===== config.mk =====
export PLATFORM = sky130hd
export DESIGN_NAME = trap_exception_unit
export DESIGN_NICKNAME = d
export VERILOG_FILES = /design/src/rtl/trap_exc_pkg.sv /design/src/rtl/trap_exc_ctl.sv /design/src/rtl/trap_exc_dp.sv /design/src/rtl/trap_exception_unit.sv
export SDC_FILE = /design/constraint.sdc
export NUM_CORES = 1
export LEC_CHECK = 0
export BUFFER_PORTS_ARGS = -buffer_cell sky130_fd_sc_hd__buf_4
export CORE_UTILIZATION = 47
export CTS_CLUSTER_SIZE = 40
export DETAILED_ROUTE_END_ITERATION = 8
export PLACE_DENSITY_LB_ADDON = 0.1
export SLEW_MARGIN = 30
export SYNTH_ARGS = -nofsm -noshare
export SYNTH_HDL_FRONTEND = slang
export SYNTH_HIERARCHICAL = 1
export SYNTH_SLANG_ARGS = --single-unit

===== constraint.sdc =====
create_clock -name clk -period 4 [get_ports clk]
set_input_delay 0.2 -clock clk [delete_from_list [all_inputs] [get_ports clk]]
set_output_delay 0.2 -clock clk [all_outputs]
set_load 0.1 [all_outputs]

===== src/rtl/trap_exc_pkg.sv =====
package trap_exc_pkg;
  localparam int IDX_W = 8;

  typedef enum logic [3:0] {
    EXC_NONE = 4'd0, EXC_PRE_RST = 4'd1, EXC_RST = 4'd2, EXC_BUS_FAULT = 4'd3,
    EXC_COND_TRAP = 4'd4, EXC_BUS_REJECT = 4'd5, EXC_JUMP_FLIP = 4'd6,
    EXC_RESCHED = 4'd7, EXC_ISTK_OVF = 4'd8, EXC_ESTK_OVF = 4'd9,
    EXC_FETCH_FAULT = 4'd10
  } exc_e;

  localparam logic [1:0] CE_MICRO_JUMP = 2'd1;
  localparam logic [1:0] CE_MACRO_TRAP = 2'd2;
  localparam logic [1:0] CE_MACRO_JUMP = 2'd3;
  localparam logic [1:0] CTL_SET   = 2'd1;
  localparam logic [1:0] CTL_CLEAR = 2'd2;
  localparam logic [1:0] TE_ENABLE  = 2'd1;
  localparam logic [1:0] TE_DISABLE = 2'd2;

  typedef struct packed {
    logic             clrCycle;
    logic             vecZero;
    logic [IDX_W-1:0] vecIndex;
    logic [IDX_W-1:0] vecOffset;
  } dp_ctl_t;
endpackage


===== src/rtl/trap_exc_ctl.sv =====
module trap_exc_ctl
  import trap_exc_pkg::*;
#(
  parameter int FAULT_W = 3,
  parameter int COND_W  = 4,
  parameter int IDX_RESET = 2, parameter int IDX_UNDERFLOW = 1,
  parameter int IDX_BUS0 = 8,  parameter int IDX_COND0 = 16,
  parameter int IDX_RESCHED = 3, parameter int IDX_ISTK = 4,
  parameter int IDX_ESTK = 5,  parameter int IDX_FETCH = 6
) (
  input  logic               clk,
  input  logic               rstIn,
  input  logic [FAULT_W-1:0] busFault,
  input  logic               busReject,
  input  logic               aluCondTrue,
  input  logic [1:0]         condEffect,
  input  logic [COND_W-1:0]  aluCondCode,
  input  logic               iStackOvf,
  input  logic               eStackOvf,
  input  logic               pushPending,
  input  logic               popPending,
  input  logic               fetchFault,
  input  logic               reschedReq,
  input  logic [1:0]         reschedCtl,
  input  logic [1:0]         inhibitCtl,
  input  logic [1:0]         trapEffNow,
  input  logic [1:0]         trapEffPending,
  input  logic               cycDelayed,
  input  logic               cycleNextNonZero,
  output dp_ctl_t            dpCtl,
  output logic [3:0]         excState,
  output logic               killPipe,
  output logic               reschedPending,
  output logic               trapInhibit
);
  exc_e excQ, excD;
  logic killD, reschedD, inhibitD, reschedRaw, inhibitRaw, trapsEnabled;
  logic stickyHold;

  assign stickyHold = cycDelayed;

  always_comb begin
    reschedRaw = reschedReq || reschedCtl == CTL_SET ||
                 (reschedPending && reschedCtl != CTL_CLEAR);
    inhibitRaw = trapEffNow == TE_DISABLE || inhibitCtl == CTL_SET ||
                 (trapInhibit && inhibitCtl != CTL_CLEAR && trapEffNow != TE_ENABLE);
    trapsEnabled = trapEffPending == TE_ENABLE ||
                   (trapEffPending != TE_DISABLE && !inhibitRaw);
    excD = EXC_NONE;
    killD = 1'b0;
    reschedD = reschedRaw;
    inhibitD = inhibitRaw;
    dpCtl = '0;
    if (rstIn || excQ == EXC_PRE_RST) begin
      excD = rstIn ? EXC_PRE_RST : EXC_RST;
      killD = 1'b1; reschedD = 1'b0; inhibitD = 1'b1; dpCtl.clrCycle = 1'b1;
    end else if (busFault != '0) begin
      excD = EXC_BUS_FAULT; killD = 1'b1; inhibitD = 1'b1; dpCtl.clrCycle = 1'b1;
    end else if (aluCondTrue && condEffect == CE_MACRO_TRAP && !busReject) begin
      excD = EXC_COND_TRAP; killD = 1'b1; inhibitD = 1'b1; dpCtl.clrCycle = 1'b1;
    end else if (busReject) begin
      excD = EXC_BUS_REJECT;
    end else if (aluCondTrue && condEffect == CE_MACRO_JUMP) begin
      excD = EXC_JUMP_FLIP; killD = 1'b1; dpCtl.clrCycle = 1'b1;
    end else if (cycleNextNonZero) begin
      excD = EXC_NONE;
    end else if ((excQ == EXC_RESCHED && stickyHold) || (reschedRaw && trapsEnabled)) begin
      excD = EXC_RESCHED;
    end else if ((excQ == EXC_ISTK_OVF && stickyHold) ||
                 (iStackOvf && (pushPending || !popPending) && trapsEnabled)) begin
      excD = EXC_ISTK_OVF;
    end else if ((excQ == EXC_ESTK_OVF && stickyHold) || (eStackOvf && trapsEnabled)) begin
      excD = EXC_ESTK_OVF;
    end else if ((excQ == EXC_FETCH_FAULT && stickyHold) || fetchFault) begin
      excD = EXC_FETCH_FAULT;
    end

    unique case (excD)
      EXC_PRE_RST, EXC_RST: dpCtl.vecIndex = IDX_W'(IDX_RESET);
      EXC_BUS_FAULT: begin
        dpCtl.vecIndex  = IDX_W'(IDX_BUS0);
        dpCtl.vecOffset = IDX_W'(busFault);
      end
      EXC_COND_TRAP: begin
        dpCtl.vecIndex  = IDX_W'(IDX_COND0);
        dpCtl.vecOffset = IDX_W'(aluCondCode);
      end
      EXC_BUS_REJECT, EXC_JUMP_FLIP: dpCtl.vecZero = 1'b1;
      EXC_RESCHED:     dpCtl.vecIndex = IDX_W'(IDX_RESCHED);
      EXC_ISTK_OVF:    dpCtl.vecIndex = IDX_W'(IDX_ISTK);
      EXC_ESTK_OVF:    dpCtl.vecIndex = IDX_W'(IDX_ESTK);
      EXC_FETCH_FAULT: dpCtl.vecIndex = IDX_W'(IDX_FETCH);
      default:         dpCtl.vecIndex = IDX_W'(IDX_UNDERFLOW);
    endcase
  end

  always_ff @(posedge clk) begin
    excQ           <= excD;
    killPipe       <= killD;
    reschedPending <= reschedD;
    trapInhibit    <= inhibitD;
  end

  assign excState = excQ;
endmodule


===== src/rtl/trap_exc_dp.sv =====
module trap_exc_dp
  import trap_exc_pkg::*;
#(
  parameter int CYC_W  = 6,
  parameter int ADDR_W = 16,
  parameter int BYTES_PER_WORD = 4,
  parameter int TRAP_BASE = 64,
  parameter int TRAP_WIDTH_WORDS = 4
) (
  input  logic              clk,
  input  logic              cycDone,
  input  logic              cycDelayed,
  input  logic              aluCondTrue,
  input  logic [1:0]        condEffect,
  input  dp_ctl_t           dpCtl,
  output logic              cycleNextNonZero,
  output logic [CYC_W-1:0]  cycleCount,
  output logic [ADDR_W-1:0] trapAddr
);
  localparam int SUM_W = IDX_W + 1;
  logic [CYC_W-1:0]  cycleRaw;
  logic [SUM_W-1:0]  vecSum;
  logic [ADDR_W-1:0] addrD;

  always_comb begin
    if (cycDone)                                          cycleRaw = '0;
    else if (cycDelayed)                                  cycleRaw = cycleCount;
    else if (aluCondTrue && condEffect == CE_MICRO_JUMP)  cycleRaw = cycleCount << 1;
    else                                                  cycleRaw = cycleCount + 1'b1;
  end

  assign cycleNextNonZero = cycleRaw != '0;
  assign vecSum = SUM_W'(dpCtl.vecIndex) + SUM_W'(dpCtl.vecOffset);
  assign addrD  = dpCtl.vecZero ? '0 :
                  ADDR_W'(BYTES_PER_WORD * (TRAP_BASE + TRAP_WIDTH_WORDS * int'(vecSum)));

  always_ff @(posedge clk) begin
    cycleCount <= dpCtl.clrCycle ? '0 : cycleRaw;
    trapAddr   <= addrD;
  end
endmodule


===== src/rtl/trap_exception_unit.sv =====
module trap_exception_unit
  import trap_exc_pkg::*;
#(
  parameter int FAULT_W = 3,
  parameter int COND_W  = 4,
  parameter int CYC_W   = 6,
  parameter int ADDR_W  = 16
) (
  input  logic               clk,
  input  logic               rstIn,
  input  logic [FAULT_W-1:0] busFault,
  input  logic               busReject,
  input  logic               aluCondTrue,
  input  logic [1:0]         condEffect,
  input  logic [COND_W-1:0]  aluCondCode,
  input  logic               iStackOvf,
  input  logic               eStackOvf,
  input  logic               pushPending,
  input  logic               popPending,
  input  logic               fetchFault,
  input  logic               reschedReq,
  input  logic [1:0]         reschedCtl,
  input  logic [1:0]         inhibitCtl,
  input  logic [1:0]         trapEffNow,
  input  logic [1:0]         trapEffPending,
  input  logic               cycDone,
  input  logic               cycDelayed,
  output logic [3:0]         excState,
  output logic               killPipe,
  output logic [ADDR_W-1:0]  trapAddr,
  output logic [CYC_W-1:0]   cycleCount,
  output logic               reschedPending,
  output logic               trapInhibit
);
  dp_ctl_t dpCtl;
  logic    cycleNextNonZero;

  trap_exc_ctl #(.FAULT_W(FAULT_W), .COND_W(COND_W)) u_ctl (
    .clk(clk), .rstIn(rstIn), .busFault(busFault), .busReject(busReject),
    .aluCondTrue(aluCondTrue), .condEffect(condEffect), .aluCondCode(aluCondCode),
    .iStackOvf(iStackOvf), .eStackOvf(eStackOvf), .pushPending(pushPending),
    .popPending(popPending), .fetchFault(fetchFault), .reschedReq(reschedReq),
    .reschedCtl(reschedCtl), .inhibitCtl(inhibitCtl), .trapEffNow(trapEffNow),
    .trapEffPending(trapEffPending), .cycDelayed(cycDelayed),
    .cycleNextNonZero(cycleNextNonZero), .dpCtl(dpCtl), .excState(excState),
    .killPipe(killPipe), .reschedPending(reschedPending), .trapInhibit(trapInhibit)
  );

  trap_exc_dp #(.CYC_W(CYC_W), .ADDR_W(ADDR_W)) u_dp (
    .clk(clk), .cycDone(cycDone), .cycDelayed(cycDelayed), .aluCondTrue(aluCondTrue),
    .condEffect(condEffect), .dpCtl(dpCtl), .cycleNextNonZero(cycleNextNonZero),
    .cycleCount(cycleCount), .trapAddr(trapAddr)
  );
endmodule


; Word level (Yosys, flattened, before mapping)
; Index checks and enable logic that the tools add are counted.
[classes]
add_sub_neg = 3
muxes = 22
n_eq_ne = 26
reduce_logical = 35
[ops]
columns = cell, count
row1 = 4-bit two-way mux, 10
row2 = 5-bit one-hot mux with 8 select lines, 1
row3 = 4-bit equality test (second input constant), 6
row4 = 4-bit by 3-bit equality test with 1-bit output (second input constant), 5
row5 = 6-bit two-way mux, 3
row6 = 1-bit logical AND, 16
row7 = 7-bit by 11-bit adder with 12-bit output (first input constant), 1
row8 = 1-bit logical OR, 11
row9 = 2-bit by 1-bit equality test with 1-bit output (second input constant), 4
row10 = 4-bit by 1-bit equality test with 1-bit output (second input constant), 2
row11 = 4-bit by 2-bit equality test with 1-bit output (second input constant), 2
row12 = 4-bit one-hot mux with 2 select lines, 1
row13 = 5-bit by 4-bit adder with 6-bit output, 1
row14 = 6-bit by 1-bit adder with 6-bit output (second input constant), 1
row15 = 2-bit equality test (second input constant), 3
row16 = 1-bit two-way mux, 6
row17 = 2-bit != test (second input constant), 3
row18 = 6-bit nonzero test, 1
row19 = 2-bit OR reduction, 2
row20 = 1-bit zero test, 3
row21 = 3-bit nonzero test, 1
row22 = 3-bit OR reduction, 1
row23 = 2-bit two-way mux, 1
row24 = 2-bit by 1-bit != test with 1-bit output (second input constant), 1
[word_totals]
output_inout_bits = 29
regBits = 29
word_cells = 93

; Depth between registers and ports, before layout
; Gate-level depths: netlist (run 1).
[logic_depth]
ltp_word = 23
depth_mapped = 20
mapped_depth_nobuf = 20

; Cells and area by module
; Netlist (run 1), hierarchy kept.
[by_module_without_submodules]
columns = mod, n_inst, cells_per_inst, area_per_inst_um2
row1 = trap_exc_dp, 1, 136, 1187.4
row2 = trap_exc_ctl, 1, 97, 772.0

; Worst setup path after synthesis (run 1)
; Ideal clock, no wire load.
[synth_timing]
kind = register -> register
start = reg u_dp.cycleCount[0]
end = reg u_dp.trapAddr[10]
path_stages_with_launch = 21
arrival_ps = 4757
slack_ps = -884
required_time_ps = 3873
period_less_slack_ps = 4884
path_cell_list = dfxtp_1 > ha_1 > nand2_1 > a21oi_1 > o32ai_1 > a2bb2oi_1 > o21ai_0 > a21oi_1 > and2_0 > and4b_4 > or4_1 > nand3_1 > ha_1 > inv_1 > fa_1 > nand2b_1 > a21oi_1 > xor2_1 > ha_1 > xnor3_1 > nor2b_1
[synth_lines]
columns = element, line_no
row1 = "start, declared", trap_exc_dp.sv:17  ; output logic [CYC_W-1:0] cycleCount,
row2 = "start signal, assigned", trap_exc_dp.sv:38  ; cycleCount <= dpCtl.clrCycle ? '0 : cycleRaw;
row3 = "end signal, assigned", trap_exc_dp.sv:39  ; trapAddr <= addrD;
row4 = "end, declared", trap_exc_dp.sv:18  ; output logic [ADDR_W-1:0] trapAddr

==> results.md, run 1 <==
Synthesis:
- The area of the mapped netlist is 1960 um2.
- A synthesized cell averages 8.41 um2.
- The synthesized design spends more area on one cell type than any other, namely dfxtp_1.
- The sequential-to-total area share from yosys stat is 0.235.
- The yosys synthesis warning count is 6.
- The synthesized design contains 23 register bits.
- Synthesis instantiated 70 different standard cells from the library.
- The count of flip-flops with a built-in enable after synthesis is 0.
- The fraction of post-synthesis cell area in the top cell type by area is 0.235.
- By area the synthesized netlist is led by dfxtp_1, ha_1, buf_4.
- Counting instances in the post-synthesis netlist gives the leading cell types as dfxtp_1, a21oi_1, nand2_1, nor2_1, buf_4.
- By instance count, the leading cell after synthesis is dfxtp_1.
- The number of instances in the synthesized netlist is 233.
- Among all flip-flop cells after synthesis, the most frequent one is dfxtp_1.
- Counting flops with an async set or reset pin after synthesis yields a share of 0.

Timing:
- The worst pin sits at a relative slew slack of 0.488.
- The worst path in the final design needs a cycle of 3.91 ns, including I/O delays and setup.
- Setup violations remaining at the end of the flow were counted as 0.
- The clock skew is 0.00112 ns.
- The number of slew-limit violations in the final report is 0.
- At the pin with the least slew margin, the transition time is 0.760 ns.
- The maximum clock frequency is 0.256 GHz.
- Setup repair after global routing could not meet its margin everywhere.
- The hold violation total from the final report is 0.
- In the finished design, the share of the clock period the worst path needs comes to 0.977.

Setup path:
- The category of the most critical setup path is flop to flop.
- The required time of the critical path is 4.16 ns.
- STA classifies the critical path endpoint as a flop.
- The launching element type of the critical path is a flop.
- In this run the worst path has a maximum fanout of 7.
- The worst path arrival time is 4.06 ns.

Global routing:
- The via count of the first global-routing pass is 1,650.
- The first global-routing pass estimated 7.22 mm of wire.
- The number of antenna violations at the first check in global routing is 0.
- Entering global routing, the biggest net connects 14 pins.
- For this run the aggregate overflow at the end of global routing stands at 0.
- In the global route stage, overall resource usage came out at 0.208.
- The global-route met2 utilization is 0.357.
- The met3 usage in global routing is 0.0223.
- The routing usage on met1 is 0.279.
- The layer flagged by global routing as most heavily used is met2.

Routing:
- The number of remaining DRC errors is 0.
- The via count is 1,890.
- Once detail routing completed, the nets flagged for antenna violations numbered 0.
- Wires add up to 4.48 mm.
- The number of optimization iterations in the first detailed-route pass is 4.
- Using the TritonRoute via totals, the vias-per-cell ratio works out to 5.29.
- The violation count after the first detailed-routing iteration is 77.
- After detailed routing, the average wire length per cell comes to 12.5 um.

Clock network:
- The hold-fix buffer count after cts is 0.
- After clock tree synthesis, the clock-pin slew on the worst setup and hold paths is 0.08 ns.
- Counting the buffers created by CTS gives 3.
- Counting along the longest clock path gives a buffer depth of 2.
- The clock latency at the later pin of the worst-skew pair is 0.26 ns.
- CTS saw 23 sinks.
- TritonCTS built the clock tree.
- The number of H-tree branching levels is 1.
- The tree is rooted in a clkbuf_8.

Layout:
- Compared with the post-synthesis result, the final layout area differs by 34.2%.
- The multi-input combinational cells in the finished layout cover a total of 1420 um2.
- Of the cells placed in the final design, the portion with a size suffix greater than 1 is 0.397.
- The number of fill cells in the layout is 366.
- The sequential cell area is 482 um2.
- The final core utilization is 0.657.
- The total inserted antenna cells is 0.
- Leaving out filler cells and counting taps, the final layout contains 357.
- The total number of nets in the final design is 348.

Floorplanning:
- The die span in y is 66.6 um.
- The width of the die is 66.6 um.
- The initial utilization of the core area, before any placement, comes to 0.490.
- The core footprint is 4000 um2.
- The floorplan step defined a die boundary enclosing 4430 um2.
- During I/O placement, the number of pins put on the boundary was 58.
- The number of rows in the core area is 23.

Place:
- Once detailed placement completed, the half-perimeter wirelength came to 3.64 mm.
- The congestion estimate from routability-driven global placement came to 0.848.
- During placement, the flow inserted port buffers numbering 51.
- After detailed placement, the design holds a cell count of 348.

Pwr:
- The peak ir drop on the vdd network is 0.151 mV.
- In this run the static leakage power is 1.23 nW.
- The power density normalized to cell area is 277 nW/um2.
- The design draws 0.728 mW.

Min path:
- The min-delay analysis places its worst path in the category primary input to flop.

Run status:
- The run finished with clean final reports.

Job:
- The max-capacitance violation count is 0.
[power breakdown]
group | internal (mW) | switching, mW | total, mW
sequential | 0.244 | 0.00698 | 0.251
combinational | 0.108 | 0.230 | 0.338
clock | 0.0693 | 0.0700 | 0.139
total | 0.421 | 0.307 | 0.728
[routing by layer]
layer	share of wire	vias to the layer above
li1	-	980
met1	0.48	860
met2	0.47	48
met3	0.043	2
met4	0.0056	0
met5	0	-
[cell families (layout without fill, tap and decap cells)]
family / after synthesis / in the layout / share of synthesized area
adder cells (fa/ha/maj): 12 / 12 / 0.0811
AND/OR/NAND/NOR: 90 / 90 / 0.273
buffers and inverters: 28 / 91 / 0.0849
other: 2 / 13 / 0.00383
XOR/XNOR: 6 / 6 / 0.0338
AO/OA/AOI/OAI: 67 / 67 / 0.262
multiplexers: 5 / 5 / 0.0262
flip-flops: 23 / 23 / 0.235
[layout make-up]
cell class	count	area share
Timing Repair Buffer	78	0.223
Multi-Input combinational cell	193	0.540
Inverter	9	0.0129
Tap cell	50	0.0238
Clock buffer	3	0.0157
Clock inverter	1	0.00190
Sequential cell	23	0.183
[repair_timing]
| action | 4_1_cts | 5_1_grt |
|---|---|---|
| setup buffers | 4 | 1 |
| pin swaps | 4 | 9 |
| hold endpoints to repair | 0 | 0 |
| endpoints found under the setup margin | 1 | 2 |
| gates resized for setup | 0 | 3 |
[worst max-delay path, cell delays in order (launching register included)]
cell and delay, ns:
dfxtp_4 0.38, and4b_2 0.27, a311o_1 0.26, a31oi_1 0.17, nor3_1 0.07, o21ai_1 0.14
a21oi_2 0.08, and2_4 0.15, and4b_4 0.22, or4_1 0.48, nand3_1 0.09, ha_2 0.18
inv_2 0.04, fa_2 0.35, nand2b_4 0.15, a21oi_2 0.14, xor2_1 0.20, ha_2 0.31
nor2b_1 0.12
[registers in the layout, summed over array words and instances (netlist names)]
name,count
u_ctl/excState,4
u_dp/trapAddr,10
u_ctl/killPipe,1
u_dp/cycleCount,6
u_ctl/reschedPending,1
u_ctl/trapInhibit,1
[final timing paths]
path	startpoint	slack, ns	to	depth (start not counted)
worst min register to register	u_ctl/excState[1]$_DFF_P_	0.63	u_ctl/excState[0]$_DFF_P_	2
worst max register to register	u_dp/cycleCount[0]$_SDFF_PP0_	0.09	u_dp/trapAddr[9]$_SDFF_PP0_	18
worst max-delay path	u_dp/cycleCount[0]$_SDFF_PP0_	0.09	u_dp/trapAddr[9]$_SDFF_PP0_	18
worst min-delay path	rstIn	0.11	u_ctl/excState[1]$_DFF_P_	2
[placed cells by master (no fill, tap or decap), types with 2 or more instances in the layout]
cell and instances:
a21oi_2 3, o21bai_1 2, nor2_1 16, nor3_1 5, and4b_2 2, a21o_1 5
and2_1 2, conb_1 13, nor2b_1 9, nand3_1 5, nand2_1 17, inv_1 8
o211ai_1 3, and3b_1 2, a211oi_1 3, clkbuf_8 3, nor3b_1 4, mux2i_1 4
o21ai_0 5, o21ai_1 3, a22oi_1 2, nand2b_1 6, a21boi_0 2, dfxtp_4 3
dfxtp_2 8, ha_1 7, ha_2 2, a22o_1 3, a21oi_1 15, o2111ai_1 2
nand4_1 4, dfxtp_1 12, buf_4 78, nand3b_1 2, xor2_1 4, a211oi_2 2
a31oi_1 3
[metrics by stage]
stage / hold slack, ns / area, um2 / worst slack [ns] / setup TNS (ns)
floorplan: 0.265 / 2060 / -0.0266 / -0.0266
global placement: 0.394 / 2540 / 0.0826 / 0
detailed placement: 0.391 / 2540 / -0.0166 / -0.0277
CTS: 0.105 / 2610 / 0.0000253 / 0
global route: 0.113 / 2630 / -0.106 / -0.210
finish: 0.114 / 2630 / 0.0932 / 0
(Power assumes the default switching activity.)
==> run 2: changes to the inputs <==
- GPL_TIMING_DRIVEN: default -> 1
- SETUP_SLACK_MARGIN: default -> 0.5
==> results.md, run 2 (same netlist as run 1, synthesis figures left out) <==
Run status:
- The flow ran to the end, and the final reports show no timing, DRC or antenna violations.

Timing:
- The hold violation total from the final report is 0 (unchanged).
- The post-route fraction of the period consumed by the critical path is 0.955 (-0.0216).
- The time the final worst path needs with I/O delays and setup is 3.82 ns (-0.0862 ns).
- The maximum clock frequency is 0.262 GHz (+2.3%).
- The headroom to the max-slew limit is 0.444 (-0.0445).
- The minimum setup slack in the final design was 0.179 ns (+0.0862 ns).
- The number of slew-limit violations in the final report is 0 (unchanged).
- The clock skew is 0.00274 ns (+0.00162 ns).
- Setup repair after global routing could not meet its margin everywhere.
- The transition time of the tightest slew-check pin was 0.826 ns (+0.0661 ns).
- The total setup violations reported at the end of the flow is 0 (unchanged).

Floorplanning:
- The number of rows in the core area is 23 (unchanged).
- The die span in y came to 66.6 um (unchanged).
- The number of top-level pins is 58 (unchanged).
- The core footprint was 4000 um2 (unchanged).
- The overall die area was 4430 um2 (unchanged).
- The starting density of the core is 0.490 (unchanged).
- The width of the die came to 66.6 um (unchanged).

Min path:
- The min-delay analysis places its worst path in the category primary input to flop.
- The worst hold path cell count was 2 (unchanged).
- The hold-critical path endpoint is u_ctl/excState[1]$_DFF_P_.
- In this run the most critical hold path is launched from rstIn.

Global routing:
- The total global routing track utilization came to 0.226 (+0.0174).
- The maximum number of pins on one net before global-route repair was 14 (unchanged).
- The wire length of the first global-routing pass is 7.78 mm (+7.7%).
- The number of antenna violations at the first check in global routing is 0 (unchanged).
- The via count of the first global-routing pass is 1,760 (+6.7%).
- The remaining global-route overflow is 0 (unchanged).

Pwr:
- The peak ir drop on the vdd network was 0.153 mV (+0.96%).
- The total chip power is 0.745 mW (+2.4%).
- The power density normalized to cell area is 265 nW/um2 (-4.2%).
- The leakage power summed over all cells is 1.31 nW (+6.3%).

Place:
- The worst setup slack after placement is 0.0432 ns (+0.0599 ns).
- The count of input and output buffers is 51 (unchanged).
- The final weighted congestion of routability-driven global placement was 0.846 (-0.32%).
- The post-detailed-placement half-perimeter wirelength is 3.64 mm (-0.13%).
- The number of instances in the placed design came to 348 (unchanged).
- The placed cell area was 2540 um2 (unchanged).

Routing:
- The average detailed-routed wire length per instance came to 13.5 um (+7.8%).
- The total wire length after detailed routing is 4.95 mm (+10%).
- The number of nets with antenna violations after routing came to 0 (unchanged).
- The via count came to 1,966 (+4.0%).
- The number of vias per cell is 5.37 (+1.5%).
- The violation count after the first detailed-routing iteration came to 81 (+5.2%).
- The number of remaining DRC errors is 0 (unchanged).
- The number of optimization iterations in the first detailed-route pass was 4 (unchanged).

Layout:
- The flip-flop count of the largest register, all copies and words added is 10 (unchanged).
- The final core utilization came to 0.702 (+0.0450).
- The area growth from synthesis to final layout is 43.4%.
- The non-filler instance count after layout came to 366 (+2.5%).
- The total number of nets in the final design came to 357 (+2.6%).
- The total inserted antenna cells was 0 (unchanged).
- The most common cell after layout, fill and taps aside is buf_4.
- The area of all placed cells without fillers is 2810 um2 (+6.9%).
- The area taken by multi-input logic gates is 1520 um2 (+7.1%).
- More flip-flops sit in one register than any other, and that register is u_dp/trapAddr.
- In the layout the commonest cells are buf_4, nor2_1, nand2_1.
- The number of fill cells in the layout is 335 (-8.5%).
- The fraction of final layout cells with drive strength greater than 1 was 0.465 (+0.0678).
- The sequential cell area came to 482 um2 (unchanged).

Job:
- The max-capacitance violation count is 0 (unchanged).

Setup path:
- The critical path's slowest cell is or4_1.
- The endpoint kind of the worst setup timing path is a flop.
- Counting stages on the worst path, the most repeated cell is a21oi_2.
- The worst-case reg-to-reg path depth came to 20 (+2).
- Walking the worst path, the cells encountered are buf_12, ha_4, nand2_2, a21oi_2, o32ai_2, a2bb2oi_2, o21ai_2, a21oi_2, and2_4, and4b_4, or4_1, nand3_1, ha_2, inv_2, fa_2, nand2b_4, a21oi_2, xor2_1, ha_2, nor2b_4.
- The worst path arrival time is 3.99 ns (-0.07 ns).
- The flop-to-flop setup slack is 0.18 ns (+0.09 ns).
- The category of the most critical setup path is flop to flop.
- The launching element type of the critical path is a flop.
- The worst register-to-register path ends at u_dp/trapAddr[9]$_SDFF_PP0_.
- The top fanout value on the critical path is 4 (-3).
- The startpoint of the worst-slack reg-to-reg timing path is u_dp/cycleCount[1]$_SDFF_PP0_.
- The gate family responsible for the most delay along the worst path is simple AND/OR/NAND/NOR gates.
- The count of buffer and inverter cells on the critical path was 2 (+1).
- The maximum single-stage delay on the critical path was 0.46 ns (-0.02 ns).
- The required time of the critical path came to 4.17 ns (about the same).

Clock network:
- The clock net sink count is 23 (unchanged).
- The buffer depth of the longest clock path is 2 (unchanged).
- The CTS buffer count is 3 (unchanged).
- The number of H-tree branching levels was 1 (unchanged).
- The buffer cell driving the clock tree root is clkbuf_8.
- The clock latency at the later pin of the worst-skew pair is 0.26 ns (about the same).
- The clock-pin transition on the worst setup and hold timing paths is 0.09 ns (about the same).
- The CTS tree is built.
[run 2: changes by cell type in the layout (fill, tap and decap cells not counted), moves of 2 or more]
cell and delta:
nor3b_1 -2, o21ai_2 +2, a21oi_2 +2, buf_4 +8, a21oi_1 -2, nand2_2 +2, nand2_1 -2
[run 2: worst max-delay path by stage]
stage          slack [ns]                          start                           end  cells past startpoint
4_1_cts              0.16  u_dp/cycleCount[1]$_SDFF_PP0_   u_dp/trapAddr[9]$_SDFF_PP0_                     18
5_1_grt             -0.04  u_dp/cycleCount[2]$_SDFF_PP0_  u_dp/trapAddr[10]$_SDFF_PP0_                     19
6_report             0.18  u_dp/cycleCount[1]$_SDFF_PP0_   u_dp/trapAddr[9]$_SDFF_PP0_                     20
3_5_place_dp         0.04                    aluCondTrue   u_dp/trapAddr[9]$_SDFF_PP0_                     18
3_3_place_gp         0.07                    aluCondTrue   u_dp/trapAddr[9]$_SDFF_PP0_                     18
2_1_floorplan       -0.03  u_dp/cycleCount[0]$_SDFF_PP0_   u_dp/trapAddr[9]$_SDFF_PP0_                     18
[run 2: stage by stage]
| step | hold slack [ns] | setup TNS [ns] |
|---|---|---|
| after floorplan | 0.265 | -0.0260 |
| after global placement | 0.396 | 0 |
| after detailed placement | 0.397 | 0 |
| after CTS | 0.113 | 0 |
| after global routing | 0.116 | -0.0508 |
| final | 0.116 | 0 |
[run 2: cell type report]
class                           count  share of cell area
Multi-Input combinational cell    193               0.541
Timing Repair Buffer               87               0.237
Sequential cell                    23               0.171
Tap cell                           50              0.0223
Clock buffer                        3              0.0147
Inverter                            9              0.0120
Clock inverter                      1             0.00178
[run 2: layer usage]
layer / track usage / part of all wire / up-vias
met5: 0 / 0 / -
met3: 0.0308 / 0.040 / 4
met4: 0.0612 / 0.0069 / 0
met1: 0.307 / 0.48 / 916
li1: - / - / 996
met2: 0.369 / 0.48 / 50
[run 2: repair_timing]
item,CTS,global route
resized for setup,4,20
pin swaps,14,15
buffers inserted,7,7
hold buffers,0,0
setup endpoints to repair,3,5
[run 2: power breakdown]
part           total [mW]  internal [mW]  switching (mW)
sequential          0.251          0.244         0.00694
combinational       0.348          0.113           0.235
clock               0.146         0.0695          0.0769
[run 2: worst reg2reg max path, delay by kind of cell, from the launching register on]
kind	cells	cell delay, ns
AO/OA/AOI/OAI	6	0.78
buffers and inverters	2	0.14
adder cells (fa/ha/maj)	4	0.97
AND/OR/NAND/NOR	7	1.25
XOR/XNOR	1	0.21
flip-flops	1	0.38
==> run 3: changes to the inputs <==
- CORE_UTILIZATION: 47 -> 44
- SKIP_LAST_GASP: default -> 1
- SYNTH_HIERARCHICAL: 1 -> default
==> results.md, run 3 <==
Synthesis:
- The synthesized-area fraction occupied by xor and xnor cells is 0.0170 (-0.0169).
- The number of unique standard cell types used by synthesis is 54 (-23%).
- The most frequent cell after synthesis is dfxtp_1.
- The synthesized-area fraction occupied by ao, oa, aoi and oai cells is 0.256 (-0.00615).
- The most used flip-flop cell after synthesis is dfxtp_1.
- The fraction of synthesis flops using an asynchronous set or reset pin is 0 (unchanged).
- The number of instances in the synthesized netlist came to 193 (-17%).
- Ranked by total cell area, the synthesized netlist is headed by dfxtp_1, ha_1, nand2_1.
- The average footprint of a synthesized cell is 8.01 um2 (-4.7%).
- Ranked by instance count, the synthesized netlist is headed by dfxtp_1, nand2_1, nor2_1, a21oi_1, inv_1.
- The count of flip-flops with a built-in enable after synthesis is 0 (unchanged).
- The yosys synthesis warning count came to 0 (-6).
- The post-synthesis simple-gate area fraction is 0.286 (+0.0123).
- The area of the mapped netlist was 1550 um2 (-21%).
- After synthesis, the largest family of logic cells by area is simple AND/OR/NAND/NOR gates.
- The fraction of post-synthesis cell area in the top cell type by area is 0.259 (+0.0239).
- The sequential-to-total area share from yosys stat was 0.259 (+0.0239).
- The post-synthesis sequential element count came to 20 (-13%).
- The largest total area in the synthesized netlist belongs to dfxtp_1.
- The synthesized-area fraction occupied by adder cells came to 0.0744 (-0.00666).
- The mux share of post-synthesis cell area is 0.0138 (-0.0124).

Timing:
- The hold violation total from the final report is 0 (unchanged).
- The total setup violations reported at the end of the flow is 0 (unchanged).
- The number of slew-limit violations in the final report was 0 (unchanged).
- The clock skew is 0.00221 ns (-0.000529 ns).
- The post-route fraction of the period consumed by the critical path is 0.893 (-0.0621).
- The time the final worst path needs with I/O delays and setup is 3.57 ns (-0.248 ns).
- Setup repair after global routing could not meet its margin everywhere.
- The post-route setup TNS came to 0 ns (unchanged).
- The headroom to the max-slew limit is 0.646 (+0.202).
- The worst hold slack across all endpoints came to 0.0968 ns (-0.0188 ns).
- The maximum clock frequency is 0.280 GHz (+7.0%).
- The transition time of the tightest slew-check pin is 0.531 ns (-0.294 ns).

Routing:
- The routed wire length on met3 was 252 um (+27%).
- The number of nets with antenna violations after routing is 0 (unchanged).
- The via count came to 1,613 (-18%).
- The violation count after the first detailed-routing iteration is 93 (+15%).
- The length of routed met2 wiring is 1.80 mm (-24%).
- The detailed-routing wirelength on met1 came to 1.72 mm (-27%).
- The number of remaining DRC errors is 0 (unchanged).
- The number of optimization iterations in the first detailed-route pass is 4 (unchanged).
- The average detailed-routed wire length per instance is 12.7 um (-6.1%).
- The detailed router used layers up to and including met4.
- The number of vias per cell is 5.38 (about the same).
- The total wire length after detailed routing is 3.81 mm (-23%).

Layout:
- The area growth from synthesis to layout is 40.5%.
- The number of fill cells in the layout was 311 (-7.2%).
- The non-filler instance count after layout is 300 (-18%).
- The largest register by flop count is u_dp.trapAddr.
- The total inserted antenna cells came to 0 (unchanged).
- In the layout the commonest cells are buf_4, nor2_1, nand2_1.
- The total number of nets in the final design is 291 (-18%).
- The most common cell after layout, fill and taps aside is buf_4.
- The flip-flop count of the largest register, all copies and words added is 7 (-3).
- The final core utilization is 0.646 (-0.0564).
- The fraction of final layout cells with drive strength greater than 1 came to 0.390 (-0.0754).

Floorplanning:
- The number of top-level pins came to 58 (unchanged).
- The core footprint was 3360 um2 (-16%).
- The die span in y is 61.3 um (-7.9%).
- The width of the die is 61.3 um (-7.9%).
- The number of rows in the core area is 21 (-8.7%).
- The overall die area is 3760 um2 (-15%).
- The starting density of the core is 0.460 (-0.0300).

Clock network:
- The buffer cell driving the clock tree root is clkbuf_4.
- The hold-fix buffer count after cts was 0 (unchanged).
- The buffer depth of the longest clock path is 2 (unchanged).
- The clock net sink count came to 20 (-13%).
- The number of H-tree branching levels is 1 (unchanged).
- The clock-pin transition on the worst setup and hold timing paths is 0.12 ns (+0.03 ns).
- The CTS buffer count came to 3 (unchanged).
- The clock latency at the later pin of the worst-skew pair is 0.31 ns (+0.05 ns).
- TritonCTS built the clock tree.

Setup path:
- The category of the most critical setup path is flop to flop.
- The worst setup path is launched from a flop.
- The endpoint kind of the worst setup timing path is a flop.
- The required time of the critical path is 4.19 ns (+0.02 ns).
- The worst-case reg-to-reg path depth is 16 (-20%).
- The launching instance or port of the critical path is u_dp.cycleCount[1]$_SDFF_PP0_.
- The worst path arrival time is 3.76 ns (-0.23 ns).
- The endpoint identified for the worst register-to-register timing path is u_dp.trapAddr[9]$_SDFF_PP0_.
- The top fanout value on the critical path was 5 (+1).
- The startpoint identified for the worst register-to-register timing path is u_dp.cycleCount[1]$_SDFF_PP0_.
- The flop-to-flop setup slack is 0.43 ns (+0.25 ns).

Pwr:
- The leakage power summed over all cells is 0.965 nW (-26%).
- The net switching fraction of the power is 0.378 (-0.0503).
- The power density normalized to cell area is 275 nW/um2 (+3.7%).
- The portion of total power attributed to the clock network is 0.281 (+0.085).
- The sequential share of power is 0.351 (+0.015).
- The combinational fraction of design power is 0.368 (-0.099).
- The internal cell power came to 0.372 mW (-13%).
- The net switching power is 0.226 mW (-29%).
- The peak ir drop on the vdd network is 0.146 mV (-4.1%).

Global routing:
- The number of antenna violations at the first check in global routing is 0 (unchanged).
- The wire length of the first global-routing pass is 5.82 mm (-25%).
- The remaining global-route overflow is 0 (unchanged).
- The total global routing track utilization came to 0.207 (-0.0188).
- The maximum number of pins on one net before global-route repair is 19 (+5).
- The via count of the first global-routing pass is 1,384 (-21%).

Min path:
- The tightest min-delay check is of the primary input to flop type.
- The worst hold path cell count is 2 (unchanged).
- The hold-critical path endpoint is u_ctl.excState[1]$_DFF_P_.
- The startpoint identified for the worst hold timing path is rstIn.

Place:
- The final weighted congestion of routability-driven global placement came to 0.867 (+2.6%).
- The post-detailed-placement half-perimeter wirelength is 2.78 mm (-23%).
- The number of instances in the placed design is 285 (-18%).
- The count of input and output buffers is 48 (-5.9%).

Run status:
- The flow ran to the end, and the final reports show no timing, DRC or antenna violations.

Job:
- The max-capacitance violation count is 0 (unchanged).
run 3: cell type report:
type	count	area (um2)	area share
Clock inverter	1	30.0	0.0138
Clock buffer	3	22.5	0.0104
Timing Repair Buffer	63	473	0.218
Multi-Input combinational cell	157	1130	0.519
Tap cell	46	57.6	0.0265
Sequential cell	20	424	0.195
Inverter	10	37.5	0.0173
run 3: critical path: stages, from the launching register on:
cell	delay [ns]
dfxtp_4	0.37
ha_4	0.16
nor2b_1	0.12
a211o_1	0.25
a211oi_2	0.26
o2111ai_2	0.15
a311o_1	0.32
and3b_2	0.24
a22o_1	0.19
ha_2	0.19
fa_2	0.36
a21o_1	0.19
a21oi_4	0.17
xnor2_2	0.13
ha_1	0.24
inv_1	0.07
a211oi_2	0.03
run 3: worst max path at each step:
| stage | end | slack (ns) | cells after the start |
|---|---|---|---|
| 2_1_floorplan | u_dp.trapAddr[9]$_SDFF_PP0_ | 0.29 | 17 |
| 3_3_place_gp | u_dp.trapAddr[9]$_SDFF_PP0_ | 0.21 | 16 |
| 3_5_place_dp | u_dp.trapAddr[9]$_SDFF_PP0_ | 0.21 | 16 |
| 4_1_cts | u_dp.trapAddr[9]$_SDFF_PP0_ | 0.27 | 16 |
| 5_1_grt | u_dp.trapAddr[9]$_SDFF_PP0_ | 0.21 | 19 |
| 6_report | u_dp.trapAddr[9]$_SDFF_PP0_ | 0.43 | 16 |
run 3: what timing repair did:
item	4_1_cts	5_1_grt
endpoints found under the setup margin	3	4
cloned	0	0
pin swaps	8	6
resized for setup	3	11
buffers inserted	9	2
run 3: logic make-up (layout without fill, tap and decap cells):
logic type               count (synthesis)  count (layout)
AO/OA/AOI/OAI                           52              52
XOR/XNOR                                 3               3
adder cells (fa/ha/maj)                  9               9
buffers and inverters                   24              77
flip-flops                              20              20
multiplexers                             2               2
other                                    1               9
AND/OR/NAND/NOR                         82              82
run 3: stage by stage:
step	instance area [um2]	power (mW)	setup WS, ns
after detailed placement	1970	0.420	0.205
after floorplan	1630	0.378	0.292
final	2170	0.597	0.428
after global routing	2170	0.622	0.208
after CTS	2110	0.591	0.272
after global placement	1970	0.421	0.215
run 3: power groups by stage:
stage	sequential [mW]	combinational (mW)	clock [mW]
finish	0.210	0.220	0.168
global route	0.211	0.233	0.179
CTS	0.209	0.211	0.170
detailed placement	0.214	0.207	0
global placement	0.214	0.207	0
floorplan	0.273	0.105	0
run 3: metal layers:
metal | vias up | track usage
li1 | 809 | -
met1 | 729 | 0.261
met2 | 67 | 0.363
met3 | 8 | 0.0231
met4 | 0 | 0.0747
met5 | - | 0
